--- src/rtl/dac_regs_pkg.sv ---
package dac_regs_pkg;

    // Trigger state held in the control byte (mode field, bits 4:3)
    typedef enum logic [1:0] {
        TRIG_ON_HIGH = 2'b00,
        TRIG_ON_T3   = 2'b01,
        TRIG_ON_T4   = 2'b10,
        TRIG_ON_T2   = 2'b11
    } trig_src_e;

    typedef struct packed {
        logic      enable;
        trig_src_e src;
        logic [2:0] fmt;
    } ctrl_t;

endpackage

--- src/rtl/dac_regs_file.sv ---
module dac_regs_file
    import dac_regs_pkg::*;
#(
    parameter int ADDR_W = 8,
    parameter int BYTE_W = 8,
    parameter logic [ADDR_W-1:0] ADDR_CTRL = 'hD4,
    parameter logic [ADDR_W-1:0] ADDR_HI   = 'hD3,
    parameter logic [ADDR_W-1:0] ADDR_LO   = 'hD2
) (
    input  logic              clk,
    input  logic              rst_n,
    input  logic [ADDR_W-1:0] addr,
    input  logic              wr,
    input  logic [BYTE_W-1:0] wdata,
    output logic [BYTE_W-1:0] rdata,
    output ctrl_t             ctrl_q,
    output logic [BYTE_W-1:0] hi_q,
    output logic [BYTE_W-1:0] lo_q,
    output logic              hi_wr
);

    logic ctrl_wr;
    logic lo_wr;
    logic unused_rsvd;

    assign ctrl_wr     = wr && (addr == ADDR_CTRL);
    assign hi_wr       = wr && (addr == ADDR_HI);
    assign lo_wr       = wr && (addr == ADDR_LO);
    assign unused_rsvd = ^wdata[6:5];

    always_ff @(posedge clk) begin
        if (!rst_n) begin
            ctrl_q <= '{enable: 1'b0, src: TRIG_ON_HIGH, fmt: 3'b000};
            hi_q   <= '0;
            lo_q   <= '0;
        end else begin
            if (ctrl_wr) begin
                ctrl_q.enable <= wdata[7];
                ctrl_q.src    <= trig_src_e'(wdata[4:3]);
                ctrl_q.fmt    <= wdata[2:0];
            end
            if (hi_wr) hi_q <= wdata;
            if (lo_wr) lo_q <= wdata;
        end
    end

    always_comb begin
        rdata = '0;
        if (addr == ADDR_CTRL)
            rdata = BYTE_W'({ctrl_q.enable, 2'b00, ctrl_q.src, ctrl_q.fmt});
        else if (addr == ADDR_HI)
            rdata = hi_q;
        else if (addr == ADDR_LO)
            rdata = lo_q;
    end

endmodule

--- src/rtl/dac_word_align.sv ---
module dac_word_align #(
    parameter int BYTE_W = 8,
    parameter int WORD_W = 12
) (
    input  logic [2:0]        fmt,
    input  logic [BYTE_W-1:0] hi,
    input  logic [BYTE_W-1:0] lo,
    output logic [WORD_W-1:0] word
);

    localparam int MAX_SHIFT = 2*BYTE_W - WORD_W;
    localparam int SHIFT_W   = $clog2(MAX_SHIFT + 1);

    logic [SHIFT_W-1:0]  shift;
    logic [2*BYTE_W-1:0] joined;

    // Format n (0..3) drops n low bits; any format with bit 2 set drops the maximum
    always_comb begin
        shift  = fmt[2] ? SHIFT_W'(MAX_SHIFT) : SHIFT_W'(fmt[1:0]);
        joined = {hi, lo} >> shift;
        word   = joined[WORD_W-1:0];
    end

endmodule

--- src/rtl/dac_update_ctrl.sv ---
module dac_update_ctrl
    import dac_regs_pkg::*;
#(
    parameter int WORD_W = 12
) (
    input  logic              clk,
    input  logic              rst_n,
    input  trig_src_e         src,
    input  logic              hi_wr,
    input  logic              t2_ovf,
    input  logic              t3_ovf,
    input  logic              t4_ovf,
    input  logic [WORD_W-1:0] word_fresh,
    input  logic [WORD_W-1:0] word_stored,
    output logic [WORD_W-1:0] code_q
);

    logic              fire;
    logic [WORD_W-1:0] next_word;

    always_comb begin
        unique case (src)
            TRIG_ON_HIGH: begin
                fire      = hi_wr;
                next_word = word_fresh;
            end
            TRIG_ON_T3: begin
                fire      = t3_ovf;
                next_word = word_stored;
            end
            TRIG_ON_T4: begin
                fire      = t4_ovf;
                next_word = word_stored;
            end
            TRIG_ON_T2: begin
                fire      = t2_ovf;
                next_word = word_stored;
            end
        endcase
    end

    always_ff @(posedge clk) begin
        if (!rst_n)
            code_q <= '0;
        else if (fire)
            code_q <= next_word;
    end

endmodule

--- src/rtl/dac_sample_regs.sv ---
module dac_sample_regs
    import dac_regs_pkg::*;
#(
    parameter int ADDR_W = 8,
    parameter int BYTE_W = 8,
    parameter int WORD_W = 12,
    parameter logic [ADDR_W-1:0] ADDR_CTRL = 'hD4,
    parameter logic [ADDR_W-1:0] ADDR_HI   = 'hD3,
    parameter logic [ADDR_W-1:0] ADDR_LO   = 'hD2
) (
    input  logic              clk,
    input  logic              rst_n,
    input  logic [ADDR_W-1:0] bus_addr,
    input  logic              bus_wr,
    input  logic [BYTE_W-1:0] bus_wdata,
    output logic [BYTE_W-1:0] bus_rdata,
    input  logic              tmr2_ovf,
    input  logic              tmr3_ovf,
    input  logic              tmr4_ovf,
    output logic              conv_enable,
    output logic [WORD_W-1:0] conv_code
);

    ctrl_t             ctrl_q;
    logic [BYTE_W-1:0] hi_q;
    logic [BYTE_W-1:0] lo_q;
    logic              hi_wr;
    logic [WORD_W-1:0] word_fresh;
    logic [WORD_W-1:0] word_stored;

    dac_regs_file #(
        .ADDR_W(ADDR_W), .BYTE_W(BYTE_W),
        .ADDR_CTRL(ADDR_CTRL), .ADDR_HI(ADDR_HI), .ADDR_LO(ADDR_LO)
    ) regs_i (
        .clk(clk), .rst_n(rst_n), .addr(bus_addr), .wr(bus_wr),
        .wdata(bus_wdata), .rdata(bus_rdata), .ctrl_q(ctrl_q),
        .hi_q(hi_q), .lo_q(lo_q), .hi_wr(hi_wr)
    );

    // Write-triggered path sees the incoming high byte in the same cycle
    dac_word_align #(.BYTE_W(BYTE_W), .WORD_W(WORD_W)) align_fresh_i (
        .fmt(ctrl_q.fmt), .hi(bus_wdata), .lo(lo_q), .word(word_fresh)
    );

    dac_word_align #(.BYTE_W(BYTE_W), .WORD_W(WORD_W)) align_stored_i (
        .fmt(ctrl_q.fmt), .hi(hi_q), .lo(lo_q), .word(word_stored)
    );

    dac_update_ctrl #(.WORD_W(WORD_W)) update_i (
        .clk(clk), .rst_n(rst_n), .src(ctrl_q.src), .hi_wr(hi_wr),
        .t2_ovf(tmr2_ovf), .t3_ovf(tmr3_ovf), .t4_ovf(tmr4_ovf),
        .word_fresh(word_fresh), .word_stored(word_stored),
        .code_q(conv_code)
    );

    assign conv_enable = ctrl_q.enable;

endmodule

--- config.mk ---
export PLATFORM = sky130hd
export DESIGN_NAME = dac_sample_regs
export DESIGN_NICKNAME = d
export VERILOG_FILES = /design/src/rtl/dac_regs_pkg.sv /design/src/rtl/dac_regs_file.sv /design/src/rtl/dac_word_align.sv /design/src/rtl/dac_update_ctrl.sv /design/src/rtl/dac_sample_regs.sv
export SDC_FILE = /design/constraint.sdc
export NUM_CORES = 1
export LEC_CHECK = 0
export ABC_AREA = 1
export ABC_CLOCK_PERIOD_IN_PS = 1500
export BUFFER_PORTS_ARGS = -buffer_cell sky130_fd_sc_hd__buf_4
export CAP_MARGIN = 30
export CORE_MARGIN = 1.5
export CORE_UTILIZATION = 47
export CTS_CLUSTER_SIZE = 40
export DETAILED_ROUTE_END_ITERATION = 7
export PLACE_DENSITY = 0.67
export SKIP_LAST_GASP = 1
export SYNTH_ARGS = -nofsm -noshare
export SYNTH_HDL_FRONTEND = slang
export SYNTH_SLANG_ARGS = --single-unit
--- constraint.sdc ---
create_clock -name clk -period 1.5 [get_ports clk]
set_input_delay 0.3 -clock clk [delete_from_list [all_inputs] [get_ports clk]]
set_output_delay 0.3 -clock clk [all_outputs]
set_load 0.01 [all_outputs]
After elaboration in Yosys (flattened, before gate mapping)
Index checks and enable logic that the tools add are counted.
Operators by class
  eq/ne operators: 6
  shifts and indexed selects: 2
  muxes and demuxes: 6
  reduce and logical (&&, ||, !) cells: 5
Operators by type and width (count)
  16-bit by 3-bit >> shifter with 12-bit output: 2
  8-bit equality test (second input constant): 3
  8-bit 2-to-1 mux: 3
  12-bit one-hot mux with 2 select lines: 1
  2-bit equality test (second input constant): 2
  1-bit one-hot mux with 4 select lines: 1
  1-bit logical AND: 3
  3-bit 2-to-1 mux: 1
  3-bit OR reduction: 1
  2-bit by 1-bit equality test with 1-bit output (second input constant): 1
  2-bit logical NOT: 1
Storage, ports and cells
  flip-flop bits (word level): 34
  input port bits: 22
  output and inout bits: 21
  logic and storage cells: 25

Logic depth before layout (Yosys ltp)
Gate-level depths: netlist of the first run.
  depth after elaboration: 4
  mapped depth: 11
  gate-level depth less buffers: 11

Hierarchy
Synthesis of the first run repeated with hierarchy kept, for this count alone.
Second synthesis, totals
  cell total of the unflattened synthesis: 537
  area total of the unflattened synthesis: 2877.8 µm²
By module, submodules not included
  dac_regs_file: instances 1, cells an instance 191, area an instance 1188.6 µm², seq. area each 440.4 µm²
  dac_word_align: instances 2, cells an instance 111, area an instance 485.5 µm², seq. area each 0.0 µm²
  dac_update_ctrl: instances 1, cells an instance 124, area an instance 718.2 µm², seq. area each 240.2 µm²

Worst setup path before layout of the first run
OpenSTA, ideal clock, no wires.
  kind: input -> output
  start point: in bus_addr[5]
  end point: out bus_rdata[2]
  data arrival time: 1.164 ns
  data required time: 1.200 ns
  slack: 0.036 ns
  stages on the path: 9
  path buffers: 0
  cells stage by stage: inv_1 > nand2_1 > nor2_4 > nand2_1 > nor3_2 > nand2_1 > nand3_1 > nand2_1 > inv_1
Between the ends
  longest elaborated chain between the ends: 4
  elaborated cells between the ends (all ways): 6
  those cells by class: eq/ne (3); mux (3)
Ends and longest elaborated chain
  from (decl): line dac_sample_regs.sv:13  | input logic [ADDR_W-1:0] bus_addr,
  8-bit equality test: line dac_regs_file.sv:53  | else if (addr == ADDR_LO)
  8-bit 2-to-1 mux: line dac_regs_file.sv:53
  8-bit 2-to-1 mux: line dac_regs_file.sv:51  | else if (addr == ADDR_HI)
  8-bit 2-to-1 mux (*): line dac_regs_file.sv:49  | if (addr == ADDR_CTRL)
  to (decl): line dac_sample_regs.sv:16  | output logic [BYTE_W-1:0] bus_rdata,
Every way passes the cells marked *; elsewhere a longest branch is shown, timed or not.

Final worst setup path of the first run
  start point: in bus_addr[6]
  end point: out bus_rdata[5]
Same word-level chain as after synthesis.

==> results by group, run 1 <==
Synth
  • Post-Syn Area per Cell: 6.04 µm²
  • Gate Count Post-Synth: 352
  • Number of flops mapped to enable cells by yosys: 0
  • Synthesis-stage register bit count: 34
  • Top_reg_cell synth: dfxtp_1
  • Mapped Nets: 374
  • Yosys warning count: 0
  • Post-synth top area cell: dfxtp_1
  • Top cell type's share of synthesized area: 32.0%
  • Top-count cell post-synth: nand2_1
  • Mapped cell area: 2120 µm²
  • Area contributors post-synth: dfxtp_1 (32%), nand2_1 (16%), nand3_1 (15%)
  • Commonest cells post-synth: nand2_1 (93), nand3_1 (65), inv_1 (47), dfxtp_1 (34), nor2_1 (29)
  • Cell variety after synth: 24
  • Sequential fraction of the synthesis area: 32.0%
  • Post-synth ARST share: 0%

Pwr
  • Sw frac: 24.6%
  • Gate power share: 10.2%
  • Peak supply drop: 0.529 mV
  • Pwr dens: 638 nW/µm²
  • Leak: 1.40 nW
  • Psw: 0.000444 W
  • Pwr Total: 0.00180 W
  • Internal cell power: 0.00136 W
  • Clock Power Share: 39.5%
  • Sequential power share: 50.4%

Clocking
  • CTS Buf Count: 5
  • Root Driver: clkbuf_8
  • Largest buffer count on any clock path: 2
  • H-tree levels: 2
  • Sink Count: 34
  • Clk_lat worst skew: 0.29 ns
  • Clock-pin slew on the worst setup and hold paths: 0.07 ns
  • CTS tree: done

Floorplan
  • FP Rows: 24
  • Starting Density: 48.8%
  • Die Height: 70.2 µm
  • Die Wd: 70.2 µm
  • Die ar.: 4930 µm²
  • I/O pins: 43
  • Total core area: 4350 µm²

Route
  • Vias: 2412
  • Drt first pass iters: 5
  • Routed Antenna Nets: 0
  • Total length of routed wires: 6060 µm
  • Vias per cell: 5.19
  • Drt wl/cell: 13.0 µm
  • Residual DRC: 0
  • Initial DRC count: 179

Setup path
  • Reg-to-reg setup timing slack: 0.15 ns
  • Critical path class: in -> out
  • Setup crit end kind: output pin
  • Crit path max fanout: 6
  • Arr. time, crit path: 1.30 ns
  • Critical Path RT: 1.20 ns
  • Startpoint Class: input port

Final layout
  • Layout cells sized above 1: 25.9%
  • Area growth syn-to-layout: 32.9%
  • N_diodes: 0
  • Final Net Count: 434

Run status
  • Failing checks: setup timing
  • Status: finished with violations

Timing
  • Post-route clock period utilization: 107%
  • Slew Viols, Final: 0
  • RSZ-0062 raised after global routing: yes
  • PnR worst setup slack: -0.102 ns
  • Final setup viols: 8
  • Final min period: 1.60 ns
  • Clock skew: 0.00454 ns
  • FMAX: 624 MHz
  • Tightest Pin Transition: 0.327 ns
  • Hold Fails Final Rpt: 0
  • Slew HR: 78.2%

Global routing
  • Vias in the first global route: 2194
  • Largest net degree at the start of global routing: 35
  • First-pass GRT wire length: 10300 µm
  • Global route overflow: 0
  • Antenna violations before repair: 0
  • Total GRT Usage: 26.1%

Placement
  • Setup WS pre-CTS: -0.169 ns
  • Hpwl dp: 4490 µm
  • PortBufs: 42
  • RD Place Congestion: 0.834

Run
  • Max Cap Viol: 0

Min path
  • Type of the tightest min-delay check: in -> reg
## worst paths after layout
kind / startpoint / to / cells after the start
min reg2reg: regs_i.hi_q[1] / regs_i.hi_q[1] / 2
max reg2reg: regs_i.ctrl_q[0] / update_i.code_q[6] / 11
max: bus_addr[6] / bus_rdata[5] / 10
min: bus_wdata[0] / regs_i.ctrl_q[0] / 3
## repair_timing
| action | CTS | global route |
|---|---|---|
| endpoints found under the setup margin | 8 | 20 |
| buffers inserted | 2 | 2 |
| pin swaps | 9 | 2 |
| resized for setup | 25 | 14 |
| hold buffers | 0 | 0 |
## per-stage QoR
step	cells	util (%)	setup TNS, ns	area, µm²	hold slack, ns
2_1_floorplan	352	-	0	2120	0.435
3_3_place_gp	453	59.2	-0.901	2580	0.467
3_5_place_dp	453	59.2	-1.45	2580	0.473
4_1_cts	463	63.4	-0.430	2760	0.262
5_1_grt	465	64.9	-1.29	2820	0.277
6_report	465	64.9	-0.598	2820	0.267
## critical path, cell delays in order
cell and delay, ns:
buf_4 0.08, nand2_1 0.07, nor2_4 0.16, nand2_2 0.08, nor3_2 0.10, buf_4 0.16
buf_4 0.12, nand3_4 0.05, o21ai_2 0.06, buf_4 0.12
## placed cells by master, fill, tap and decap left out, types with 6 or more instances in the layout
cell type	count
a21oi_1	26
nand2_1	85
nand3_1	62
buf_6	9
dfxtp_1	34
buf_4	58
clkbuf_8	6
nor2_1	27
nand2_2	9
o21ai_0	22
inv_1	42
## logic make-up after synthesis
group / Yosys count / share of synthesized area [%]
DFF: 34 / 32.0
and+or+nand+nor: 199 / 41.6
buffers and inverters: 62 / 12.5
AOI/OAI and AO/OA: 57 / 13.9
## per-layer routing
metal  vias up  share of wire, %  track usage (%)
met5         -                 0                0
met4         0               1.4             6.20
met3         9               4.2             4.47
met2        66                46             40.9
met1      1084                48             37.3
li1       1253                 -                -
## power by group through the flow
stage,sequential (W),combinational (W),clock [W]
after CTS,0.000907,0.000177,0.000730
after global placement,0.000928,0.000161,0
final,0.000907,0.000183,0.000711
after global routing,0.000907,0.000203,0.000769
after floorplan,0.000928,0.0000747,0
after detailed placement,0.000928,0.000161,0
## cell type report
class,instances,area (µm²)
multi-input combinational,256,1260
tap,52,65.1
inverter,48,185
clock inverter,1,5.00
fill,424,1530
sequential,34,681
timing repair buffer,67,537
clock buffer,7,86.3
## sequential cells by signal (all words and copies together) (netlist names)
name / cells
update_i.code_q: 12
regs_i.ctrl_q: 6
regs_i.lo_q: 8
regs_i.hi_q: 8
No activity file was read; power rests on OpenSTA's default activity.
==> inputs of run 2 (changes only) <==
--- a/config.mk
+++ b/config.mk
@@ -5,7 +5,7 @@
 export SDC_FILE = /design/constraint.sdc
 export NUM_CORES = 1
 export LEC_CHECK = 0
-export ABC_AREA = 1
+export ABC_AREA = 0
 export ABC_CLOCK_PERIOD_IN_PS = 1500
 export BUFFER_PORTS_ARGS = -buffer_cell sky130_fd_sc_hd__buf_4
 export CAP_MARGIN = 30
==> constraint.sdc (replaced) <==
create_clock -name clk -period 1.5 [get_ports clk]
set_input_delay 0.3 -clock clk [delete_from_list [all_inputs] [get_ports clk]]
set_output_delay 0.3 -clock clk [all_outputs]
set_load 0.1 [all_outputs]
==> run 2 against run 1 <==
  * The run still ends with setup timing left
  * Area after synthesis hardly changed
  * Register-to-register slack worse by 0.32 ns
  * Core utilization is 10 points higher
  * Sequential power is 0.9% lower
  * Hold slack better by 0.017 ns
  * Sequential cell count stayed put
  * Final cell count is 22% lower
  * Power is 18% higher
  * Clock skew is 0.0024 ns higher
  * Combinational power is 7% higher
  * First-iteration DRC count is 12% higher
  * Global-route usage is 0.79 points higher
==> results by group, run 2 <==
Synth
  • Mapped cell area: 2120 µm²
  • Sequential fraction of the synthesis area: 32.1%
  • Synthesis-stage register bit count: 34
  • Compound-cell area share of the yosys netlist: 20.2%
  • Mapped Nets: 261
  • Area contributors post-synth: dfxtp_1 (32%), mux2i_1 (9.0%), mux2_2 (6.9%)
  • Top_reg_cell synth: dfxtp_1
  • Commonest cells post-synth: dfxtp_1 (34), nand2_1 (26), o21ai_0 (21), mux2i_1 (19), nand3_1 (15)
  • Mux contribution to synthesized area: 21.5%
  • Post-synthesis adder-cell area fraction: 0%
  • Post-Syn Area per Cell: 8.88 µm²
  • Top-count cell post-synth: dfxtp_1
  • Post-Synth Simple-Gate Area: 18.7%
  • Post-Synth XOR/XNOR Area: 0%
  • Top cell type's share of synthesized area: 32.1%
  • Gate Count Post-Synth: 239
  • Number of flops mapped to enable cells by yosys: 0
  • Cell variety after synth: 42
  • Yosys warning count: 0
  • Largest family of logic cells by synthesized area: multiplexers
  • Post-synth ARST share: 0%
  • Post-synth top area cell: dfxtp_1

Min path
  • Hold path startpoint: bus_wdata[7]
  • Type of the tightest min-delay check: in -> reg
  • Hold path depth: 3

Clocking
  • Cts hold-fix bufs: 0
  • CTS Buf Count: 5
  • Clock-pin slew on the worst setup and hold paths: 0.08 ns
  • H-tree levels: 2
  • Clk_lat worst skew: 0.29 ns
  • Sink Count: 34
  • CTS tree: done
  • Largest buffer count on any clock path: 2
  • Root Driver: clkbuf_8

Timing
  • Hold Fails Final Rpt: 0
  • PnR worst setup slack: -0.348 ns
  • Hold WS: 0.283 ns
  • Final setup viols: 20
  • Tightest Pin Transition: 0.419 ns
  • FMAX: 541 MHz
  • RSZ-0062 raised after global routing: yes
  • Slew Viols, Final: 0
  • Post-route clock period utilization: 123%
  • Clock skew: 0.00696 ns
  • Final min period: 1.85 ns
  • Slew HR: 72.1%

Global routing
  • Largest net degree at the start of global routing: 30
  • Total GRT Usage: 26.9%
  • First-pass GRT wire length: 10400 µm
  • Global route overflow: 0
  • Antenna violations before repair: 0
  • Vias in the first global route: 2138

Final layout
  • Layout cells sized above 1: 50.6%
  • Top reg by flops: update_i.code_q
  • Max FFs per register: 12
  • Commonest non-fill, non-tap cell in the layout: buf_4
  • Cell Count, Final, Fillers Out: 364
  • Biggest regs: update_i.code_q: 12 flops, regs_i.hi_q: 8 flops, regs_i.lo_q: 8 flops
  • Commonest non-fill, non-tap cells in the layout: buf_4 (61), dfxtp_1 (29), nand2_1 (26)
  • N_diodes: 0
  • Area growth syn-to-layout: 53.6%
  • Final Net Count: 333
  • Final Util: 74.9%

Setup path
  • Reg-to-reg critical path startpoint: regs_i.ctrl_q[3]
  • Arr. time, crit path: 1.55 ns
  • Critical Path RT: 1.20 ns
  • Critical path depth in cells: 6
  • CP max-delay cell: a222oi_1
  • Delay of the slowest critical-path stage: 0.43 ns
  • Reg2reg path depth: 6
  • Buf/Inv on CP: 3
  • Critical path class: in -> out
  • Crit path max fanout: 7
  • Startpoint Class: input port
  • Critical path cell sequence: buf_6 -> and4bb_2 -> and2_4 -> a222oi_1 -> inv_2 -> buf_4
  • Setup crit end kind: output pin
  • Top delay family on crit path: simple AND/OR/NAND/NOR gates
  • Setup crit start: bus_addr[4]

Route
  • Drt first pass iters: 6
  • Total length of routed wires: 6280 µm
  • Residual DRC: 0
  • Vias: 2149
  • Initial DRC count: 200
  • Routed Antenna Nets: 0
  • Drt wl/cell: 17.2 µm
  • Vias per cell: 5.90

Run status
  • Failing checks: setup timing
  • Status: finished with violations

Floorplan
  • FP Rows: 24
  • Starting Density: 48.8%
  • Die ar.: 4930 µm²
  • Die Wd: 70.2 µm
  • I/O pins: 43
  • Total core area: 4350 µm²
  • Die Height: 70.2 µm

Placement
  • RD Place Congestion: 0.850
  • DP Cell Count: 344
  • Setup WS pre-CTS: -0.437 ns
  • PortBufs: 42
  • Hpwl dp: 4450 µm

Run
  • Max Cap Viol: 0

Pwr
  • Leak: 1.36 nW
  • Pwr dens: 654 nW/µm²
  • Peak supply drop: 0.469 mV
run 2: cell count changes after synthesis, sizes merged, moves of 11 or more:
cell	before	now
a21oi	27	1
mux2i	0	19
clkbuf	2	13
mux2	0	13
nor2	33	4
inv	48	8
nor2b	0	12
nand3	66	15
nand2	96	26
run 2: layout make-up:
type                       count  area [µm²]
tap                           52        65.1
timing repair buffer          90         855
fill                         309        1090
inverter                       8        30.0
multi-input combinational    172        1480
clock buffer                   5        68.8
sequential                    34         694
clock inverter                 3        68.8
run 2: logic make-up (layout without fill, tap and decap cells):
logic type	after synthesis	count (layout)
and+or+nand+nor	74	74
AOI/OAI and AO/OA	61	61
muxes	37	37
DFF	34	34
buffers and inverters	33	106
run 2: worst paths after layout:
kind	endpoint	slack, ns
max reg2reg	update_i.code_q[6]	-0.17
max	bus_rdata[4]	-0.35
min	regs_i.hi_q[7]	0.28
min reg2reg	update_i.code_q[9]	0.48
run 2: through the flow:
stage               instance area (µm²)  TNS [ns]  total power, W
detailed placement                 2740     -4.52         0.00110
CTS                                3030     -2.57         0.00212
global placement                   2740     -4.17         0.00110
global route                       3260     -4.21         0.00220
floorplan                          2200     -1.79         0.00100
finish                             3260     -3.14         0.00213
run 2: power by group:
group / switching (W) / internal, W / leakage, nW / total [W]
logic: 0.0000905 / 0.000106 / 1.01 / 0.000196
clock network: 0.000370 / 0.000666 / 0.0683 / 0.00104
registers: 0.00000162 / 0.000898 / 0.277 / 0.000899
total: 0.000462 / 0.00167 / 1.36 / 0.00213
run 2: layer usage:
metal  wire length [µm]  GRT usage [%]  share of wire [%]  vias up
li1                   -              -                  -     1037
met4                161           10.3                2.6        0
met1               2600           34.4                 41     1013
met3                444           5.63                7.1       14
met2               3070           44.4                 49       85
met5                  0              0                  0        -
run 2: tightest hold or removal path, delay by kind of cell:
family	cells	cell delay, ns
buffers and inverters	1	0.10
and+or+nand+nor	1	0.09
muxes	1	0.06
run 2: what timing repair did:
item	in CTS	in global routing
setup endpoints to repair	16	20
buffers inserted	5	9
pin swaps	14	21
gates cloned	1	0
resized for setup	38	42
endpoints found under the hold margin	0	0
